[config.mk]
export PLATFORM = sky130hd
export DESIGN_NAME = wdg_timer
export DESIGN_NICKNAME = d
export VERILOG_FILES = /design/src/rtl/wdg_pkg.sv /design/src/rtl/wdg_prescaler.sv /design/src/rtl/wdg_countdown.sv /design/src/rtl/wdg_rstgen.sv /design/src/rtl/wdg_regbank.sv /design/src/rtl/wdg_timer.sv
export SDC_FILE = /design/constraint.sdc
export NUM_CORES = 1
export LEC_CHECK = 0
export ABC_AREA = 1
export BUFFER_PORTS_ARGS = -buffer_cell sky130_fd_sc_hd__buf_2
export CORE_MARGIN = 5
export CORE_UTILIZATION = 51
export DETAILED_ROUTE_END_ITERATION = 6
export PLACE_DENSITY = 0.84
export SLEW_MARGIN = 20
export SYNTH_ARGS = -nofsm -noshare
export SYNTH_HDL_FRONTEND = slang
export SYNTH_SLANG_ARGS = --single-unit
[constraint.sdc]
create_clock -name clk -period 1.55 [get_ports clk]
set_input_delay 0.155 -clock clk [delete_from_list [all_inputs] [get_ports clk]]
set_output_delay 0.155 -clock clk [all_outputs]
set_load 0.02 [all_outputs]
[src/rtl/wdg_pkg.sv]
package wdg_pkg;

    localparam int DATA_W = 16;
    localparam int ADDR_W = 5;

    // register byte offsets
    localparam logic [ADDR_W-1:0] OFS_KICK  = 5'h00;
    localparam logic [ADDR_W-1:0] OFS_FLAG1 = 5'h04;
    localparam logic [ADDR_W-1:0] OFS_FLAG2 = 5'h06;
    localparam logic [ADDR_W-1:0] OFS_CTRL  = 5'h08;
    localparam logic [ADDR_W-1:0] OFS_TOUT  = 5'h12;

    // bit positions
    localparam int POS_HALT  = 11;
    localparam int POS_NOREB = 0;
    localparam int POS_STG1  = 3;
    localparam int POS_STG2  = 1;

    localparam logic [DATA_W-1:0] KICK_KEY = 16'h0001;
    localparam int TOUT_MIN = 4;

    typedef enum logic {
        CD_HALTED,
        CD_RUNNING
    } cd_state_e;

    typedef enum logic {
        PG_IDLE,
        PG_ASSERT
    } pg_state_e;

endpackage

[src/rtl/wdg_prescaler.sv]
module wdg_prescaler #(
    parameter int TICK_DIV = 16
) (
    input  logic clk,
    input  logic rst_n,
    input  logic run,
    output logic tick
);
    localparam int PW = (TICK_DIV > 1) ? $clog2(TICK_DIV) : 1;
    localparam logic [PW-1:0] LAST = PW'(TICK_DIV - 1);

    logic [PW-1:0] div_q;

    always_comb begin
        tick = run && (div_q == LAST);
    end

    always_ff @(posedge clk or negedge rst_n) begin
        if (!rst_n) begin
            div_q <= '0;
        end else if (!run || tick) begin
            div_q <= '0;
        end else begin
            div_q <= div_q + PW'(1);
        end
    end

endmodule

[src/rtl/wdg_countdown.sv]
module wdg_countdown
    import wdg_pkg::*;
#(
    parameter int TW = 10
) (
    input  logic          clk,
    input  logic          rst_n,
    input  logic          halt_wr,
    input  logic          halt_val,
    input  logic          reload_req,
    input  logic          tick,
    input  logic [TW-1:0] tout,
    output logic          running,
    output logic [TW-1:0] count,
    output logic          expire
);
    cd_state_e     state_q, state_d;
    logic [TW-1:0] count_q, count_d;

    // next state
    always_comb begin
        state_d = state_q;
        if (halt_wr) begin
            unique case (halt_val)
                1'b1: state_d = CD_HALTED;
                1'b0: state_d = CD_RUNNING;
            endcase
        end
    end

    // state register
    always_ff @(posedge clk or negedge rst_n) begin
        if (!rst_n) begin
            state_q <= CD_HALTED;
        end else begin
            state_q <= state_d;
        end
    end

    // outputs and count datapath
    always_comb begin
        unique case (state_q)
            CD_HALTED:  running = 1'b0;
            CD_RUNNING: running = 1'b1;
        endcase
        count_d = count_q;
        expire  = 1'b0;
        if (reload_req) begin
            count_d = tout;
        end else if (tick) begin
            if (count_q == '0) begin
                expire  = 1'b1;
                count_d = tout;
            end else begin
                count_d = count_q - TW'(1);
            end
        end
    end

    always_ff @(posedge clk or negedge rst_n) begin
        if (!rst_n) begin
            count_q <= TW'(TOUT_MIN);
        end else begin
            count_q <= count_d;
        end
    end

    assign count = count_q;

    AST_HALT_FREEZE: assert property (@(posedge clk) disable iff (!rst_n)
        (!running && !reload_req) |=> $stable(count));
    AST_COUNT_STEP: assert property (@(posedge clk) disable iff (!rst_n)
        (tick && !reload_req && count != '0) |=> (count == $past(count) - TW'(1)));
    AST_RELOAD_LOAD: assert property (@(posedge clk) disable iff (!rst_n)
        reload_req |=> (count == $past(tout)));

endmodule

[src/rtl/wdg_rstgen.sv]
module wdg_rstgen
    import wdg_pkg::*;
#(
    parameter int RST_CYCLES = 8
) (
    input  logic clk,
    input  logic rst_n,
    input  logic fire,
    output logic sys_rst
);
    localparam int CW = $clog2(RST_CYCLES + 1);
    localparam logic [CW-1:0] LAST = CW'(RST_CYCLES - 1);

    pg_state_e     state_q, state_d;
    logic [CW-1:0] len_q, len_d;

    always_comb begin
        state_d = state_q;
        len_d   = len_q;
        unique case (state_q)
            PG_IDLE: begin
                len_d = '0;
                if (fire) begin
                    state_d = PG_ASSERT;
                end
            end
            PG_ASSERT: begin
                if (len_q == LAST) begin
                    state_d = PG_IDLE;
                    len_d   = '0;
                end else begin
                    len_d = len_q + CW'(1);
                end
            end
        endcase
    end

    // state register
    always_ff @(posedge clk or negedge rst_n) begin
        if (!rst_n) begin
            state_q <= PG_IDLE;
            len_q   <= '0;
        end else begin
            state_q <= state_d;
            len_q   <= len_d;
        end
    end

    // outputs
    always_comb begin
        unique case (state_q)
            PG_IDLE:   sys_rst = 1'b0;
            PG_ASSERT: sys_rst = 1'b1;
        endcase
    end

    AST_PULSE_LEN_RANGE: assert property (@(posedge clk) disable iff (!rst_n)
        (state_q == PG_ASSERT) |-> (len_q < CW'(RST_CYCLES)));

endmodule

[src/rtl/wdg_regbank.sv]
module wdg_regbank
    import wdg_pkg::*;
#(
    parameter int TW = 10
) (
    input  logic              clk,
    input  logic              rst_n,
    input  logic [ADDR_W-1:0] addr,
    input  logic              wr_en,
    input  logic [DATA_W-1:0] wdata,
    input  logic              rd_en,
    output logic [DATA_W-1:0] rdata,
    input  logic              running,
    input  logic [TW-1:0]     count,
    input  logic              expire,
    output logic              halt_wr,
    output logic              halt_val,
    output logic              reload_req,
    output logic [TW-1:0]     tout,
    output logic              fire,
    output logic              noreboot
);
    localparam int HW = DATA_W - TW;

    logic              norb_q;
    logic [TW-1:0]     tlo_q;
    logic [HW-1:0]     thi_q;
    logic              stg1_q, stg2_q;
    logic [DATA_W-1:0] rd_q, rd_mux;
    logic              wr_kick, wr_f1, wr_f2, wr_ctrl, wr_tout;
    logic              first_exp, second_exp;

    always_comb begin
        wr_kick = wr_en && (addr == OFS_KICK);
        wr_f1   = wr_en && (addr == OFS_FLAG1);
        wr_f2   = wr_en && (addr == OFS_FLAG2);
        wr_ctrl = wr_en && (addr == OFS_CTRL);
        wr_tout = wr_en && (addr == OFS_TOUT);
    end

    assign halt_wr    = wr_ctrl;
    assign halt_val   = wdata[POS_HALT];
    assign reload_req = wr_kick && (wdata == KICK_KEY);
    assign tout       = tlo_q;
    assign noreboot   = norb_q;
    assign first_exp  = expire && !stg1_q;
    assign second_exp = expire && stg1_q;
    assign fire       = second_exp && !norb_q;

    always_ff @(posedge clk or negedge rst_n) begin
        if (!rst_n) begin
            norb_q <= 1'b0;
            tlo_q  <= TW'(TOUT_MIN);
            thi_q  <= '0;
        end else begin
            if (wr_ctrl) begin
                norb_q <= wdata[POS_NOREB];
            end
            if (wr_tout) begin
                thi_q <= wdata[DATA_W-1:TW];
                if (wdata[TW-1:0] >= TW'(TOUT_MIN)) begin
                    tlo_q <= wdata[TW-1:0];
                end
            end
        end
    end

    always_ff @(posedge clk or negedge rst_n) begin
        if (!rst_n) begin
            stg1_q <= 1'b0;
            stg2_q <= 1'b0;
        end else begin
            if (first_exp) begin
                stg1_q <= 1'b1;
            end else if (wr_f1 && wdata[POS_STG1]) begin
                stg1_q <= 1'b0;
            end
            if (second_exp) begin
                stg2_q <= 1'b1;
            end else if (wr_f2 && wdata[POS_STG2]) begin
                stg2_q <= 1'b0;
            end
        end
    end

    always_comb begin
        rd_mux = '0;
        unique case (addr)
            OFS_KICK:  rd_mux = {{HW{1'b0}}, count};
            OFS_FLAG1: rd_mux[POS_STG1] = stg1_q;
            OFS_FLAG2: rd_mux[POS_STG2] = stg2_q;
            OFS_CTRL: begin
                rd_mux[POS_HALT]  = !running;
                rd_mux[POS_NOREB] = norb_q;
            end
            OFS_TOUT:  rd_mux = {thi_q, tlo_q};
            default:   rd_mux = '0;
        endcase
    end

    always_ff @(posedge clk or negedge rst_n) begin
        if (!rst_n) begin
            rd_q <= '0;
        end else begin
            rd_q <= rd_en ? rd_mux : '0;
        end
    end

    assign rdata = rd_q;

    AST_STG2_NEEDS_STG1: assert property (@(posedge clk) disable iff (!rst_n)
        $rose(stg2_q) |-> $past(stg1_q));
    AST_RD_IDLE_ZERO: assert property (@(posedge clk) disable iff (!rst_n)
        !$past(rd_en) |-> (rdata == '0));
    AST_TOUT_FLOOR: assert property (@(posedge clk) disable iff (!rst_n)
        tout >= TW'(TOUT_MIN));
    AST_W1C_STG1: assert property (@(posedge clk) disable iff (!rst_n)
        (wr_f1 && wdata[POS_STG1] && !expire) |=> !stg1_q);

endmodule

[src/rtl/wdg_timer.sv]
module wdg_timer
    import wdg_pkg::*;
#(
    parameter int TICK_DIV   = 16,
    parameter int RST_CYCLES = 8,
    parameter int TOUT_W     = 10
) (
    input  logic        clk,
    input  logic        rst_n,
    input  logic [4:0]  bus_addr,
    input  logic        bus_wr_en,
    input  logic [15:0] bus_wdata,
    input  logic        bus_rd_en,
    output logic [15:0] bus_rdata,
    output logic        sys_rst_o
);
    logic              tick, running, expire;
    logic              halt_wr, halt_val, reload_req, fire, noreboot;
    logic [TOUT_W-1:0] count, tout;

    wdg_prescaler #(.TICK_DIV(TICK_DIV)) u_presc (
        .clk   (clk),
        .rst_n (rst_n),
        .run   (running),
        .tick  (tick)
    );

    wdg_countdown #(.TW(TOUT_W)) u_cnt (
        .clk        (clk),
        .rst_n      (rst_n),
        .halt_wr    (halt_wr),
        .halt_val   (halt_val),
        .reload_req (reload_req),
        .tick       (tick),
        .tout       (tout),
        .running    (running),
        .count      (count),
        .expire     (expire)
    );

    wdg_regbank #(.TW(TOUT_W)) u_regs (
        .clk        (clk),
        .rst_n      (rst_n),
        .addr       (bus_addr),
        .wr_en      (bus_wr_en),
        .wdata      (bus_wdata),
        .rd_en      (bus_rd_en),
        .rdata      (bus_rdata),
        .running    (running),
        .count      (count),
        .expire     (expire),
        .halt_wr    (halt_wr),
        .halt_val   (halt_val),
        .reload_req (reload_req),
        .tout       (tout),
        .fire       (fire),
        .noreboot   (noreboot)
    );

    wdg_rstgen #(.RST_CYCLES(RST_CYCLES)) u_rst (
        .clk     (clk),
        .rst_n   (rst_n),
        .fire    (fire),
        .sys_rst (sys_rst_o)
    );

    AST_NOREBOOT_GATE: assert property (@(posedge clk) disable iff (!rst_n)
        $rose(sys_rst_o) |-> !$past(noreboot));
    AST_EXPIRE_RUNNING: assert property (@(posedge clk) disable iff (!rst_n)
        expire |-> running);

endmodule

==> summary.txt <==
Setup path
  • CP startpoint kind: register
  • CP arrival: 1710 ps
  • Worst Setup End Kind: register
  • Worst stage delay on the critical path: 400 ps
  • CP max-delay cell: dfrtp_1
  • Worst EP required: 1770 ps
  • Crit Path Class: register to register
  • CP delay by family, top: simple AND/OR/NAND/NOR gates
  • CP max FO: 7
  • Buffers & Inverters on Critical Path: 2
  • CP Cell Sequence: inv_2 > ha_4 > inv_4 > nor2_4 > nand2_4 > nor2_4 > nand2_4 > nand2_2 > nand2_2 > nand2_1 > nand2_1 > nand2_1 > nand2_1
  • Critical Path Stages: 13
  • Reg2Reg Depth: 13
  • Most used cell, CP: nand2_1

Logic synthesis
  • Syn_area_per_cell: 7.605 um2
  • Register area share after synthesis: 49.00%
  • Synth Register Bits: 55
  • Synth unique cells: 29
  • Top FF cell, synth: dfrtp_1
  • EDFF count, synth: 0
  • Synth warn: 0
  • Mapped Cells: 370
  • Syn nets: 398
  • Ys async rst share: 100.0%
  • Cell Area, Synth: 2814 um2

GRT
  • First-pass GRT wire length: 11,300 um
  • Grt ovf: 0
  • Total GRT Usage: 19.24%
  • Initial antenna violation count: 0
  • Largest net degree at the start of global routing: 26
  • Vias in the first global route: 2,531

Finish
  • Most frequent cells in the layout: 91 x nand2_1, 53 x inv_1, 53 x dfrtp_1
  • Final net count: 460
  • Post-Route Utilization: 62.71%
  • Inserted Diodes: 0
  • Area delta synth->final: 21.21%
  • Most common cell after layout, fill and taps aside: nand2_1
  • Layout cells sized above 1: 23.56%
  • Final Non-Filler Cells: 505

Clock tree
  • Root buffer cell: clkbuf_8
  • TritonCTS buffer count: 5
  • CTS tree: done
  • Worst-path clk slew: 110 ps
  • CTS Sinks: 55
  • H-tree levels: 2
  • Max clock buf depth: 2
  • Skew-Pair Late Insertion Delay: 310 ps

Power
  • Switching share of total power: 26.97%
  • Sw power: 0.0007360 W
  • Leak: 1.840 nW
  • Int Pwr: 0.001993 W
  • Fraction of power consumed by the clock network: 29.2%
  • Part of the power in registers: 59.5%
  • Overall power: 0.002729 W
  • Power density cells: 800.0 nW/um2
  • Comb power frac: 11.3%
  • VDD IR max: 0.0004497 V

STA
  • FMAX: 669.0 MHz
  • Final setup fails: 0
  • Worst slew pin tran: 498.9 ps
  • Worst rel slew slack: 66.66%
  • Final WS setup: 55.16 ps
  • RSZ-0062 raised after global routing: true
  • Slew Viols, Final: 0
  • Clock Skew: 14.54 ps
  • Min Tclk post-route: 1495 ps
  • Final Hold Violating Endpoints: 0
  • Tcrit/Tclk final: 96.44%

Die
  • Row count: 27
  • I/O pin cnt: 42
  • Die Y: 84.28 um
  • Die Area: 7103 um2
  • Die span in x: 84.28 um
  • Core Box Area: 5439 um2
  • Initial Utilization: 51.74%

Worst hold path
  • Hold WC Path Type: primary input to register
  • Cell count of the worst hold path: 2

Route
  • Initial DRC count: 184
  • DR WL/cell: 12.66 um
  • Final ANT Viol Nets: 0
  • Post-route DRC: 0
  • Vias: 2,559
  • Drt pass-1 iters: 4
  • WL final: 6394 um
  • Via/cell ratio: 5.067

Place
  • Dpl hpwl: 4913 um
  • Pre-CTS WS: -47.73 ps
  • PortBufs: 41
  • Dpl cells: 495
  • Routability cong.: 0.9019

Outcome
  • Status: complete, no violations

Run
  • Max cap viols: 0
## power by group through the flow
| stage | logic, W | clock network (W) | registers [W] |
|---|---|---|---|
| after floorplan | 0.000178 | 0 | 0.00163 |
| after global placement | 0.000298 | 0 | 0.00164 |
| after detailed placement | 0.000306 | 0 | 0.00165 |
| after CTS | 0.000310 | 0.000804 | 0.00162 |
| after global routing | 0.000361 | 0.000865 | 0.00163 |
| final | 0.000308 | 0.000797 | 0.00162 |
## cells in the mapped netlist, types with 2 or more instances
cell | number | share of area (%)
dfstp_2 | 2 | 1.9
dfrtp_1 | 53 | 47
nand3_1 | 44 | 7.8
nand4_1 | 8 | 1.8
o21ai_1 | 20 | 3.6
inv_1 | 55 | 7.3
a21oi_1 | 3 | 0.53
nor2_4 | 3 | 1.2
buf_2 | 5 | 0.89
o32ai_1 | 5 | 1.6
o21ai_0 | 5 | 0.89
nand2_1 | 96 | 13
ha_1 | 3 | 1.3
nor2_2 | 2 | 0.44
clkbuf_1 | 4 | 0.53
nor2_1 | 39 | 5.2
o221ai_1 | 2 | 0.62
nor3_1 | 3 | 0.53
nand2_2 | 3 | 0.67
inv_2 | 6 | 0.80
## kinds of logic (layout without fill, tap and decap cells)
| logic type | after synthesis | in the layout | share of synthesized area [%] |
|---|---|---|---|
| xor gates and xnor gates | 1 | 1 | 0.3113 |
| DFF | 55 | 55 | 49.00 |
| adders and majority gates | 3 | 3 | 1.334 |
| AOI/OAI and AO/OA | 38 | 38 | 8.004 |
| buffers and inverters | 72 | 135 | 10.09 |
| and+or+nand+nor | 201 | 201 | 31.26 |
## sequential cells by signal, indices dropped and copies added, names as in the netlist
register	count
u_regs.rdata	16
u_regs.tout	10
u_cnt.count	10
u_regs.thi_q	6
u_rst.state_q	1
u_regs.stg1_q	1
u_cnt.state_q	1
u_regs.stg2_q	1
u_rst.len_q	4
u_presc.div_q	4
u_regs.noreboot	1
## cell type report
cell class	instances	area, um2
Multi-Input combinational cell	243	1214
Sequential cell	55	1379
Clock buffer	6	72.57
Tap cell	72	90.09
Clock inverter	2	16.27
Fill cell	459	2028
Inverter	62	235.2
Timing Repair Buffer	65	404.1
## per-layer routing
metal	track usage [%]	up-vias	part of all wire, %
met4	5.702	0	1.8
met2	32.07	85	48
met3	3.140	9	7.6
met1	25.85	1175	43
li1	-	1290	-
met5	0	-	0
## worst paths after layout
kind	endpoint	slack, ps	startpoint
hold / removal	u_cnt.state_q	60	bus_wdata[11]
setup reg to reg	u_cnt.count[4]	60	u_cnt.count[1]
setup / recovery	u_cnt.count[4]	60	u_cnt.count[1]
hold reg to reg	u_rst.len_q[0]	470	u_rst.len_q[0]
min in group asynchronous	u_rst.len_q[3]	290	rst_n
max in group asynchronous	u_regs.tout[2]	700	rst_n
## stage by stage
stage | TNS (ps) | area [um2] | hold WS, ps
global placement | 0 | 3253 | 103.1
floorplan | -22.05 | 2831 | -140.6
detailed placement | -243.7 | 3253 | 108.6
global route | -449.0 | 3411 | 71.15
finish | 0 | 3411 | 62.43
CTS | 0 | 3362 | 57.35
## timing repair
item	in CTS	in global routing
hold endpoints to repair	16	0
resized for setup	3	13
buffers inserted	0	1
endpoints found under the setup margin	8	12
hold buffers	1	0
pin swaps	0	7
gates cloned	0	0
(Power assumes the default switching activity.)
